[src/rtl/adcs_pkg.sv]
package adcs_pkg;
  localparam int RES_W  = 12;
  localparam int WORD_W = 16;
  localparam int LEAD_W = WORD_W - RES_W;
  localparam int IDX_W  = $clog2(WORD_W);
  localparam int CNT_W  = IDX_W + 1;
endpackage

[src/rtl/adcs_edge.sv]
module adcs_edge #(
  parameter int W = 2,
  parameter logic [W-1:0] RST_VAL = '0
) (
  input  logic         clk,
  input  logic         rst_n,
  input  logic [W-1:0] din,
  output logic [W-1:0] rise,
  output logic [W-1:0] fall
);
  logic [W-1:0] prev_q;

  always_ff @(posedge clk or negedge rst_n) begin
    if (!rst_n) prev_q <= RST_VAL;
    else        prev_q <= din;
  end

  for (genvar i = 0; i < W; i++) begin : g_det
    assign rise[i] = din[i] & ~prev_q[i];
    assign fall[i] = ~din[i] & prev_q[i];
  end
endmodule

[src/rtl/adcs_conv.sv]
module adcs_conv #(
  parameter int CYCLES = 825
) (
  input  logic clk,
  input  logic rst_n,
  input  logic start,
  input  logic abort,
  output logic busy,
  output logic done
);
  localparam int CW = $clog2(CYCLES + 1);

  logic [CW-1:0] cnt_q, cnt_d;
  logic          busy_q, busy_d;

  always_comb begin
    cnt_d  = cnt_q;
    busy_d = busy_q;
    done   = 1'b0;
    if (abort) begin
      busy_d = 1'b0;
    end else if (busy_q) begin
      if (cnt_q == '0) begin
        busy_d = 1'b0;
        done   = 1'b1;
      end else begin
        cnt_d = cnt_q - 1'b1;
      end
    end else if (start) begin
      busy_d = 1'b1;
      cnt_d  = CW'(CYCLES - 1);
    end
  end

  always_ff @(posedge clk or negedge rst_n) begin
    if (!rst_n) begin
      cnt_q  <= '0;
      busy_q <= 1'b0;
    end else begin
      cnt_q  <= cnt_d;
      busy_q <= busy_d;
    end
  end

  assign busy = busy_q;

  // a conversion at its last count always finishes on the next edge
  a_r2_conv_ends: assert property (@(posedge clk) disable iff (!rst_n)
    (busy_q && cnt_q == '0 && !abort) |=> !busy_q);

  // an abort ends the conversion without a completion
  a_r5_abort_clears: assert property (@(posedge clk) disable iff (!rst_n)
    abort |=> !busy_q);
endmodule

[src/rtl/adcs_shift.sv]
module adcs_shift
  import adcs_pkg::*;
(
  input  logic              clk,
  input  logic              rst_n,
  input  logic              mode1,
  input  logic              cs_low,
  input  logic              sclk_lvl,
  input  logic              cs_fall,
  input  logic              cs_rise,
  input  logic              sclk_rise,
  input  logic              sclk_fall,
  input  logic              busy,
  input  logic              swap,
  input  logic [WORD_W-1:0] word,
  output logic              sdo,
  output logic              oe,
  output logic [CNT_W-1:0]  cnt
);
  logic [CNT_W-1:0] cnt_q, cnt_d;
  logic             oe_q, oe_d;
  logic             again_q, again_d;
  logic [IDX_W-1:0] idx;

  always_comb begin
    cnt_d   = cnt_q;
    oe_d    = oe_q;
    again_d = again_q;
    if (!mode1) begin
      if (swap || (cs_fall && !sclk_lvl)) begin
        cnt_d   = '0;
        oe_d    = 1'b0;
        again_d = 1'b0;
      end else if (!busy) begin
        if (sclk_rise && !oe_q) oe_d = 1'b1;
        if (sclk_fall && oe_q) begin
          if (cnt_q == CNT_W'(WORD_W - 1)) begin
            cnt_d = '0;
            if (!again_q) begin
              oe_d    = 1'b0;
              again_d = 1'b1;
            end
          end else begin
            cnt_d = cnt_q + 1'b1;
          end
        end
      end
    end else begin
      if (cs_fall) begin
        cnt_d   = '0;
        oe_d    = 1'b1;
        again_d = 1'b0;
      end else if (cs_rise) begin
        oe_d = 1'b0;
      end else if (cs_low && sclk_fall && cnt_q < CNT_W'(WORD_W)) begin
        cnt_d = cnt_q + 1'b1;
        if (cnt_q == CNT_W'(WORD_W - 1)) oe_d = 1'b0;
      end
    end
  end

  always_ff @(posedge clk or negedge rst_n) begin
    if (!rst_n) begin
      cnt_q   <= '0;
      oe_q    <= 1'b0;
      again_q <= 1'b0;
    end else begin
      cnt_q   <= cnt_d;
      oe_q    <= oe_d;
      again_q <= again_d;
    end
  end

  assign idx = IDX_W'(WORD_W - 1) - cnt_q[IDX_W-1:0];
  assign sdo = oe_q & word[idx];
  assign oe  = oe_q;
  assign cnt = cnt_q;

  // selecting the slave in mode 1 drives the line on the next cycle
  a_r6_drive_on_select: assert property (@(posedge clk) disable iff (!rst_n)
    (mode1 && cs_fall) |=> oe_q);

  // the 16th fall of a mode-1 frame floats the line
  a_r6_float_at_end: assert property (@(posedge clk) disable iff (!rst_n)
    (mode1 && !cs_fall && !cs_rise && cs_low && sclk_fall && cnt_q == CNT_W'(WORD_W - 1)) |=> !oe_q);

  // the bit counter never passes the word length
  a_r3_cnt_bound: assert property (@(posedge clk) disable iff (!rst_n)
    cnt_q <= CNT_W'(WORD_W));
endmodule

[src/rtl/adc_serial_slave.sv]
module adc_serial_slave
  import adcs_pkg::*;
#(
  parameter int CLK_MHZ  = 250,
  parameter int CONV_NS  = 3300,
  parameter int PD_LO    = 2,
  parameter int PD_HI    = 10,
  parameter int WAKE_MIN = 11
) (
  input  logic             clk,
  input  logic             rst_n,
  input  logic             cs_n,
  input  logic             sclk,
  input  logic [RES_W-1:0] sample,
  output logic             sdo,
  output logic             sdo_oe,
  output logic             mode,
  output logic             pwr_dn
);
  localparam int CONV_CYCLES = CLK_MHZ * CONV_NS / 1000;

  logic [1:0] rst_sync_q;
  logic       rst_i;

  always_ff @(posedge clk or negedge rst_n) begin
    if (!rst_n) rst_sync_q <= 2'b00;
    else        rst_sync_q <= {rst_sync_q[0], 1'b1};
  end
  assign rst_i = rst_sync_q[1];

  logic [1:0] ev_rise, ev_fall;
  logic       cs_fall, cs_rise, sclk_rise, sclk_fall, sclk_any;

  adcs_edge #(.W(2), .RST_VAL(2'b01)) i_edge (
    .clk (clk),
    .rst_n (rst_i),
    .din ({sclk, cs_n}),
    .rise (ev_rise),
    .fall (ev_fall)
  );

  assign cs_fall   = ev_fall[0];
  assign cs_rise   = ev_rise[0];
  assign sclk_rise = ev_rise[1];
  assign sclk_fall = ev_fall[1];
  assign sclk_any  = sclk_rise | sclk_fall;

  logic mode_q, mode_d, pd_q, pd_d, seen_q, seen_d;
  logic busy, done, start, swap;
  logic [RES_W-1:0]  hold_q, hold_d, out_q, out_d;
  logic [CNT_W-1:0]  bit_cnt;
  logic [WORD_W-1:0] word;

  assign start = !mode_q && cs_fall && !busy;
  assign swap  = !mode_q && busy && !cs_n && sclk_any;

  adcs_conv #(.CYCLES(CONV_CYCLES)) i_conv (
    .clk (clk),
    .rst_n (rst_i),
    .start (start),
    .abort (swap),
    .busy (busy),
    .done (done)
  );

  assign word = {{LEAD_W{1'b0}}, out_q};

  adcs_shift i_shift (
    .clk (clk),
    .rst_n (rst_i),
    .mode1 (mode_q),
    .cs_low (!cs_n),
    .sclk_lvl (sclk),
    .cs_fall (cs_fall),
    .cs_rise (cs_rise),
    .sclk_rise (sclk_rise),
    .sclk_fall (sclk_fall),
    .busy (busy),
    .swap (swap),
    .word (word),
    .sdo (sdo),
    .oe (sdo_oe),
    .cnt (bit_cnt)
  );

  always_comb begin
    mode_d = mode_q;
    pd_d   = pd_q;
    seen_d = seen_q;
    hold_d = hold_q;
    out_d  = out_q;
    if (start) hold_d = sample;
    if (done)  out_d  = hold_q;
    if (swap) begin
      mode_d = 1'b1;
      seen_d = 1'b1;
    end else if (mode_q) begin
      if (cs_fall) begin
        seen_d = 1'b0;
        out_d  = pd_q ? '0 : sample;
      end else if (cs_rise) begin
        if (pd_q) begin
          if (bit_cnt >= CNT_W'(WAKE_MIN)) pd_d = 1'b0;
        end else if (!seen_q) begin
          mode_d = 1'b0;
        end else if (bit_cnt >= CNT_W'(PD_LO) && bit_cnt < CNT_W'(PD_HI)) begin
          pd_d = 1'b1;
        end
      end else if (!cs_n && sclk_any) begin
        seen_d = 1'b1;
      end
    end
  end

  always_ff @(posedge clk or negedge rst_i) begin
    if (!rst_i) begin
      mode_q <= 1'b0;
      pd_q   <= 1'b0;
      seen_q <= 1'b0;
      hold_q <= '0;
      out_q  <= '0;
    end else begin
      mode_q <= mode_d;
      pd_q   <= pd_d;
      seen_q <= seen_d;
      hold_q <= hold_d;
      out_q  <= out_d;
    end
  end

  assign mode   = mode_q;
  assign pwr_dn = pd_q;

  // sleeping implies external-clock mode
  a_r11_sleep_in_m1: assert property (@(posedge clk) disable iff (!rst_i)
    pd_q |-> mode_q);

  // clocking a mode-0 conversion with the strobe low lands in mode 1
  a_r5_switch: assert property (@(posedge clk) disable iff (!rst_i)
    (!mode_q && busy && !cs_n && sclk_any) |=> mode_q);

  // sleep is only entered at a chip-select rise
  a_r8_sleep_at_rise: assert property (@(posedge clk) disable iff (!rst_i)
    (!pd_q && pd_d) |-> cs_rise);

  // waking also happens only at a chip-select rise
  a_r9_wake_at_rise: assert property (@(posedge clk) disable iff (!rst_i)
    (pd_q && !pd_d) |-> cs_rise);
endmodule

[config.mk]
export PLATFORM = sky130hd
export DESIGN_NAME = adc_serial_slave
export DESIGN_NICKNAME = d
export VERILOG_FILES = /design/src/rtl/adcs_pkg.sv /design/src/rtl/adcs_edge.sv /design/src/rtl/adcs_conv.sv /design/src/rtl/adcs_shift.sv /design/src/rtl/adc_serial_slave.sv
export SDC_FILE = /design/constraint.sdc
export NUM_CORES = 1
export LEC_CHECK = 0
export CORE_MARGIN = 4
export CORE_UTILIZATION = 60
export DETAILED_ROUTE_END_ITERATION = 12
export HOLD_SLACK_MARGIN = 0.05
export PLACE_DENSITY = 0.9
export RECOVER_POWER = 50
export SLEW_MARGIN = 20
export SYNTH_ARGS = -nofsm -noshare
export SYNTH_HDL_FRONTEND = slang
export SYNTH_SLANG_ARGS = --single-unit
[constraint.sdc]
create_clock -name clk -period 4.85 [get_ports clk]
set_input_delay 1.2125 -clock clk [delete_from_list [all_inputs] [get_ports clk]]
set_output_delay 1.2125 -clock clk [all_outputs]
set_load 0.02 [all_outputs]
==> metrics.csv, run 1 <==
metric,value,unit
largest net degree at the start of global routing,48,
Post-Syn Instances,269,
vias in the first global route,2045,
internal reg-to-reg setup slack,2.45,ns
Final setup violation count,0,
CTS-repair resized insts,0,
final std cells w/o fill,336,
TritonCTS clock tree,done,
1st-iter DRT viols,132,
Hold Path Class,reg -> reg,
setup bufs post-CTS,0,
Area contributors post-synth,"dfrtp_1 (45%), mux2i_1 (6.7%), nand2_1 (6.3%)",
Worst R2R Path Depth,5,
Routed Antenna Nets,0,
Pleak,1.375,nW
Final nets,308,
clock skew,0.006723,ns
Mapped Area,0.002690,mm²
CTS sink cnt,49,
Final Max Tran Viols,48,
WL/cell,17.36,µm
Post-synth ARST share,100.0,%
# IOs,20,
P_int,0.001030,W
critical path's largest stage delay,0.69,ns
GR Overflow Total,0,
worst setup path category,in -> reg,
Hold Path Sink,rst_sync_q[1],
CP max FO,21,
"EDFF count, synth",0,
Max VDD drop,0.0003099,V
Cell Rows,24,
die width,74.96,µm
Buf/Inv on CP,2,
iteration count of the initial detailed-routing pass,4,
later-pin clock latency in the skew report,0.31,ns
Residual DRC,0,
Register Area,0.001227,mm²
sequential area share after synthesis,45.63,%
Worst-path clk slew,0.09,ns
"Data arrival, critical path",3.65,ns
Final HPWL DP,3.986,mm
CTS Buffer Depth,2,
mean post-synth cell area,10.00,µm²
hold path start,rst_sync_q[0],
Yosys warnings,0,
RR Startpoint,i_edge.prev_q[0],
drt total wl,5.833,mm
Final Core Density,68.85,%
critical path launch point type,primary input,
Power Density,558.2,mW/mm²
Gate power share,35.2,%
antenna violations before repair,0,
maximum clock rate,286.6,MHz
Critical-path top delay cell,or3b_1,
"count leader, synth",dfrtp_1,
Yosys top cell area share,44.65,%
CTS buffer count,5,
layout cells sized above 1,7.746,%
die area,0.005619,mm²
Final period util,71.94,%
first-pass GRT wire length,9.370,mm
sequential group share of total power,46.7,%
sw frac,38.47,%
status,finished with violations,
synthesized flop and latch total,49,
Post-synth top cells,"dfrtp_1 (48), nand2_1 (45), mux2i_1 (18)",
P&R area growth vs syn,11.44,%
ys flop type,dfrtp_1,
Via density,6.253,
"CP delay by family, top",simple AND/OR/NAND/NOR gates,
# fillers,335,
Die Y,74.96,µm
hold_buf cts,0,
routed vias,2101,
ant diodes,0,
Worst R2R End,i_conv.cnt_q[9],
crit end category,flop,
clk root buf,clkbuf_8,
fin crit period,3.489,ns
Worst-Margin Slew,1.810,ns
IO buf count,19,
CP Cell Sequence,clkdlybuf4s50_1 -> inv_1 -> ha_1 -> or3b_1 -> a22oi_1 -> and4_1 -> o21ai_1,
Core ar.,0.004354,mm²
Clk pwr share,18.2,%
hold depth,0,
endpoints failing hold,0,
failing checks,"max-capacitance violations, max-slew violations",
GPL Wtd Cong,0.8688,
post-synth top area cell,dfrtp_1,
Worst Path Required,5.01,ns
Initial Util,61.78,%
setup TNS,0,ns
slew margin rel.,-20.69,%
htree depth,2,
max cap viols,1,
number of distinct library cells after synthesis,63,
RSZ-0062 raised after global routing,false,
cell count after placement,328,
Tot GR Track Use,21.82,%
footprint of the multi-input gates,0.001339,mm²
"Net Count, Synth",294,
Switch Pwr,0.0006439,W
-- worst register-to-register path, stage by stage, from the launching register on --
cell     delay [ns]
dfstp_2        0.54
ha_1           0.26
or3b_1         0.69
a22oi_1        0.46
and4_1         0.25
o21ai_1        0.06
-- flip-flops by register name, indices dropped and copies added, names as in the netlist, 2 cells and up --
register / cells
out_q: 12
i_shift.cnt: 5
rst_sync_q: 2
i_conv.cnt_q: 10
hold_q: 12
i_edge.prev_q: 2
-- stage by stage --
step,setup WS [ns],hold slack [ns],total power [W],area [µm²]
2_1_floorplan,2.087,0.3312,0.001184,2690
3_3_place_gp,1.209,0.3416,0.001316,2883
3_5_place_dp,1.069,0.3364,0.001357,2883
4_1_cts,1.388,0.3659,0.001668,2999
5_1_grt,1.218,0.3796,0.001773,2998
6_report,1.361,0.3635,0.001673,2998
-- cells in the final DEF (no fill, tap or decap), types with 2 or more instances in the layout --
cell type,instances
mux4_2,2
and3_1,3
nand3b_1,15
nand3_1,7
mux2i_1,18
nor2_1,10
o2bb2ai_1,2
or3_1,2
clkbuf_8,6
or3b_1,2
a221oi_1,2
o21ai_0,8
and2_1,2
dfrtp_1,48
a31oi_1,4
nand2_1,45
a21oi_1,6
nor3_2,2
inv_1,14
nand2b_1,3
clkdlybuf4s50_1,18
o31ai_1,2
ha_1,9
o21ai_1,12
nor3_1,4
-- how the worst max path moves through the flow --
stage / startpoint / end / slack [ns] / cells past startpoint
2_1_floorplan: sclk / out_q[10] / 2.09 / 7
3_3_place_gp: cs_n / i_conv.cnt_q[9] / 1.21 / 7
3_5_place_dp: cs_n / i_conv.cnt_q[9] / 1.07 / 7
4_1_cts: cs_n / i_conv.cnt_q[9] / 1.39 / 7
5_1_grt: cs_n / i_conv.cnt_q[9] / 1.22 / 7
6_report: cs_n / i_conv.cnt_q[9] / 1.36 / 7
-- routing by layer --
| metal | vias to the layer above | wire, µm | global-route usage, % |
|---|---|---|---|
| met3 | 15 | 289 | 3.338 |
| met4 | 0 | 114 | 7.708 |
| met2 | 56 | 2863 | 36.75 |
| met1 | 1036 | 2566 | 28.60 |
| met5 | - | 0 | 0 |
| li1 | 994 | - | - |
-- area by class of cell --
cell class / instances / area share [%]
Tap cell: 52 / 2.170
Inverter: 14 / 1.753
Multi-Input combinational cell: 193 / 44.66
Timing Repair Buffer: 20 / 6.594
Sequential cell: 49 / 40.94
Clock buffer: 7 / 2.880
Clock inverter: 1 / 1.002
-- power groups by stage --
stage          registers [W]  logic (W)  clock network (W)
6_report            0.000781   0.000588           0.000304
5_1_grt             0.000802   0.000649           0.000321
4_1_cts             0.000777   0.000586           0.000305
2_1_floorplan       0.000706   0.000478                  0
3_5_place_dp        0.000784   0.000573                  0
3_3_place_gp        0.000771   0.000544                  0
-- kinds of logic (layout without fill, tap and decap cells) --
| group | after synthesis | in the layout | synth area share, % |
|---|---|---|---|
| AO/OA/AOI/OAI | 53 | 53 | 13.26 |
| XOR/XNOR | 1 | 1 | 0.3256 |
| adder cells (fa/ha/maj) | 9 | 9 | 4.186 |
| buffers and inverters | 27 | 42 | 4.604 |
| flip-flops | 49 | 49 | 45.63 |
| multiplexers | 20 | 20 | 8.372 |
| other | 1 | 1 | 0.1394 |
| AND/OR/NAND/NOR | 109 | 109 | 23.49 |
Power figures use the tool's default switching activity.
==> run 2, diff against run 1 <==
--- a/config.mk
+++ b/config.mk
@@ -6,10 +6,10 @@
 export NUM_CORES = 1
 export LEC_CHECK = 0
 export CORE_MARGIN = 4
-export CORE_UTILIZATION = 60
+export CORE_UTILIZATION = 58
 export DETAILED_ROUTE_END_ITERATION = 12
 export HOLD_SLACK_MARGIN = 0.05
-export PLACE_DENSITY = 0.9
+export PLACE_DENSITY = 0.88
 export RECOVER_POWER = 50
 export SLEW_MARGIN = 20
 export SYNTH_ARGS = -nofsm -noshare
==> constraint.sdc (replaced) <==
create_clock -name clk -period 3.6 [get_ports clk]
set_input_delay 0.9 -clock clk [delete_from_list [all_inputs] [get_ports clk]]
set_output_delay 0.9 -clock clk [all_outputs]
set_load 0.02 [all_outputs]
==> metrics.csv, run 2 (synthesized netlist as in run 1, its figures left out) <==
metric,value,unit,change
status,finished with violations,,
failing checks,"max-capacitance violations, max-slew violations",,
Final Max Tran Viols,48,,unchanged
CTS Buffer Depth,2,,unchanged
Via density,6.012,,-3.9%
Initial Util,60.94,%,-0.84 points
drt total wl,5.396,mm,-7.5%
highest-count cells in the layout ignoring fill and taps,"dfrtp_1 (48), nand2_1 (45), mux2i_1 (18), clkdlybuf4s50_1 (18), nand3b_1 (15)",,
# IOs,20,,unchanged
Worst-Margin Slew,1.865,ns,+0.05473 ns
Final nets,310,,+0.65%
hold path start,rst_sync_q[0],,
Final setup violation count,0,,unchanged
layout cells sized above 1,8.392,%,+0.65 points
clock skew,0.01100,ns,+0.004276 ns
Cell Rows,24,,unchanged
largest registers,"hold_q x12, out_q x12, i_conv.cnt_q x10",,
iteration count of the initial detailed-routing pass,4,,unchanged
Power Density,715.4,mW/mm²,+28%
slew margin rel.,-24.34,%,-3.6 points
antenna violations before repair,0,,unchanged
htree depth,2,,unchanged
CTS buffer count,5,,unchanged
CP max FO,6,,-71%
Crit. Startpoint,i_shift.cnt[3],,
largest net degree at the start of global routing,48,,unchanged
Worst Path Required,2.70,ns,-2.31 ns
CTS sink cnt,49,,unchanged
Routed Antenna Nets,0,,unchanged
vias in the first global route,2053,,+0.39%
IO buf count,19,,unchanged
Fin Hold WS,0.3655,ns,+0.002009 ns
fin area,0.002984,mm²,-0.46%
max cap viols,1,,unchanged
worst setup path category,reg -> out,,
Final period util,85.05,%,
setup bufs post-CTS,0,,unchanged
# fillers,346,,+3.3%
pre-CTS WS,0.4193,ns,-0.6501 ns
RR Startpoint,i_shift.cnt[1],,
setup TNS,0,ns,unchanged
hold_buf cts,0,,unchanged
RSZ-0062 raised after global routing,false,,
"Data arrival, critical path",2.16,ns,-1.49 ns
WL/cell,15.96,µm,-8.0%
clk root buf,clkbuf_8,,
routed vias,2032,,-3.3%
GR Overflow Total,0,,unchanged
Pleak,1.363,nW,-0.87%
"commonest non-fill, non-tap cell in the layout",dfrtp_1,,
Hold Path Class,reg -> reg,,
PnR worst setup slack,0.5383,ns,-0.8226 ns
fin crit period,3.062,ns,
Final HPWL DP,3.806,mm,-4.5%
Core ar.,0.004414,mm²,+1.4%
ant diodes,0,,unchanged
GPL Wtd Cong,0.8676,,-0.14%
critical path launch point type,flop,,
later-pin clock latency in the skew report,0.31,ns,about the same
Die Y,76.11,µm,+1.5%
Tot GR Track Use,19.97,%,-1.9 points
crit end category,output pin,,
CTS-repair resized insts,0,,unchanged
endpoints failing hold,0,,unchanged
"Cell Area, Placed",0.002898,mm²,+0.52%
Residual DRC,0,,unchanged
first-pass GRT wire length,9.480,mm,+1.2%
Max VDD drop,0.0004429,V,+43%
maximum clock rate,326.6,MHz,
die area,0.005792,mm²,+3.1%
1st-iter DRT viols,179,,+36%
P&R area growth vs syn,10.93,%,
TritonCTS clock tree,done,,
Worst-path clk slew,0.09,ns,about the same
die width,76.11,µm,+1.5%
==> run 2: cell types whose count changed in the layout (fill, tap and decap cells not counted), sizes merged <==
| cell | change |
|---|---|
| buf | +2 |
| clkinvlp | +2 |
| bufinv | -1 |
| clkbuf | -1 |
==> run 2: worst paths after layout <==
check / slack, ns / end / cells after the start
min: 0.37 / rst_sync_q[1] / 0
max reg2reg: 1.33 / i_shift.oe / 8
min reg2reg: 0.37 / rst_sync_q[1] / 0
min in group asynchronous: 0.79 / mode / 0
max: 0.54 / sdo / 4
max in group asynchronous: 1.74 / i_conv.cnt_q[0] / 0
==> run 2: worst max-delay path: stages (launching register included) <==
cell	delay (ns)
dfrtp_1	0.47
mux4_2	0.53
o2111ai_1	0.21
a21boi_1	0.10
clkdlybuf4s50_1	0.55
==> run 2: layer usage <==
metal / share of wire, % / global-route usage, % / wire [µm]
met3: 3.3 / 3.901 / 176
met1: 45 / 26.18 / 2433
met4: 1.9 / 9.266 / 100
met2: 50 / 31.85 / 2686
met5: 0 / 0 / 0
==> run 2: stage by stage <==
step	instances	util, %	total power [W]
after floorplan	269	-	0.001596
after global placement	330	65.65	0.001772
after detailed placement	330	65.65	0.001820
after CTS	338	67.63	0.002143
after global routing	338	67.60	0.002322
final	338	67.60	0.002135
==> run 2: final cells by class <==
type	instances	area (µm²)	area share [%]
clock buffers	6	72.57	2.432
clock inverters	2	15.01	0.5031
inverters	14	52.55	1.761
multi-input cells	193	1339	44.86
flip-flops and latches	49	1227	41.13
well taps	52	65.06	2.180
repair buffers	22	212.7	7.128
==> run 2: power by group <==
| part | switching (W) | leakage [nW] | internal (W) |
|---|---|---|---|
| sequential | 0.000262 | 0.600 | 0.000784 |
| combinational | 0.000388 | 0.725 | 0.000378 |
| clock | 0.000186 | 0.0374 | 0.000137 |
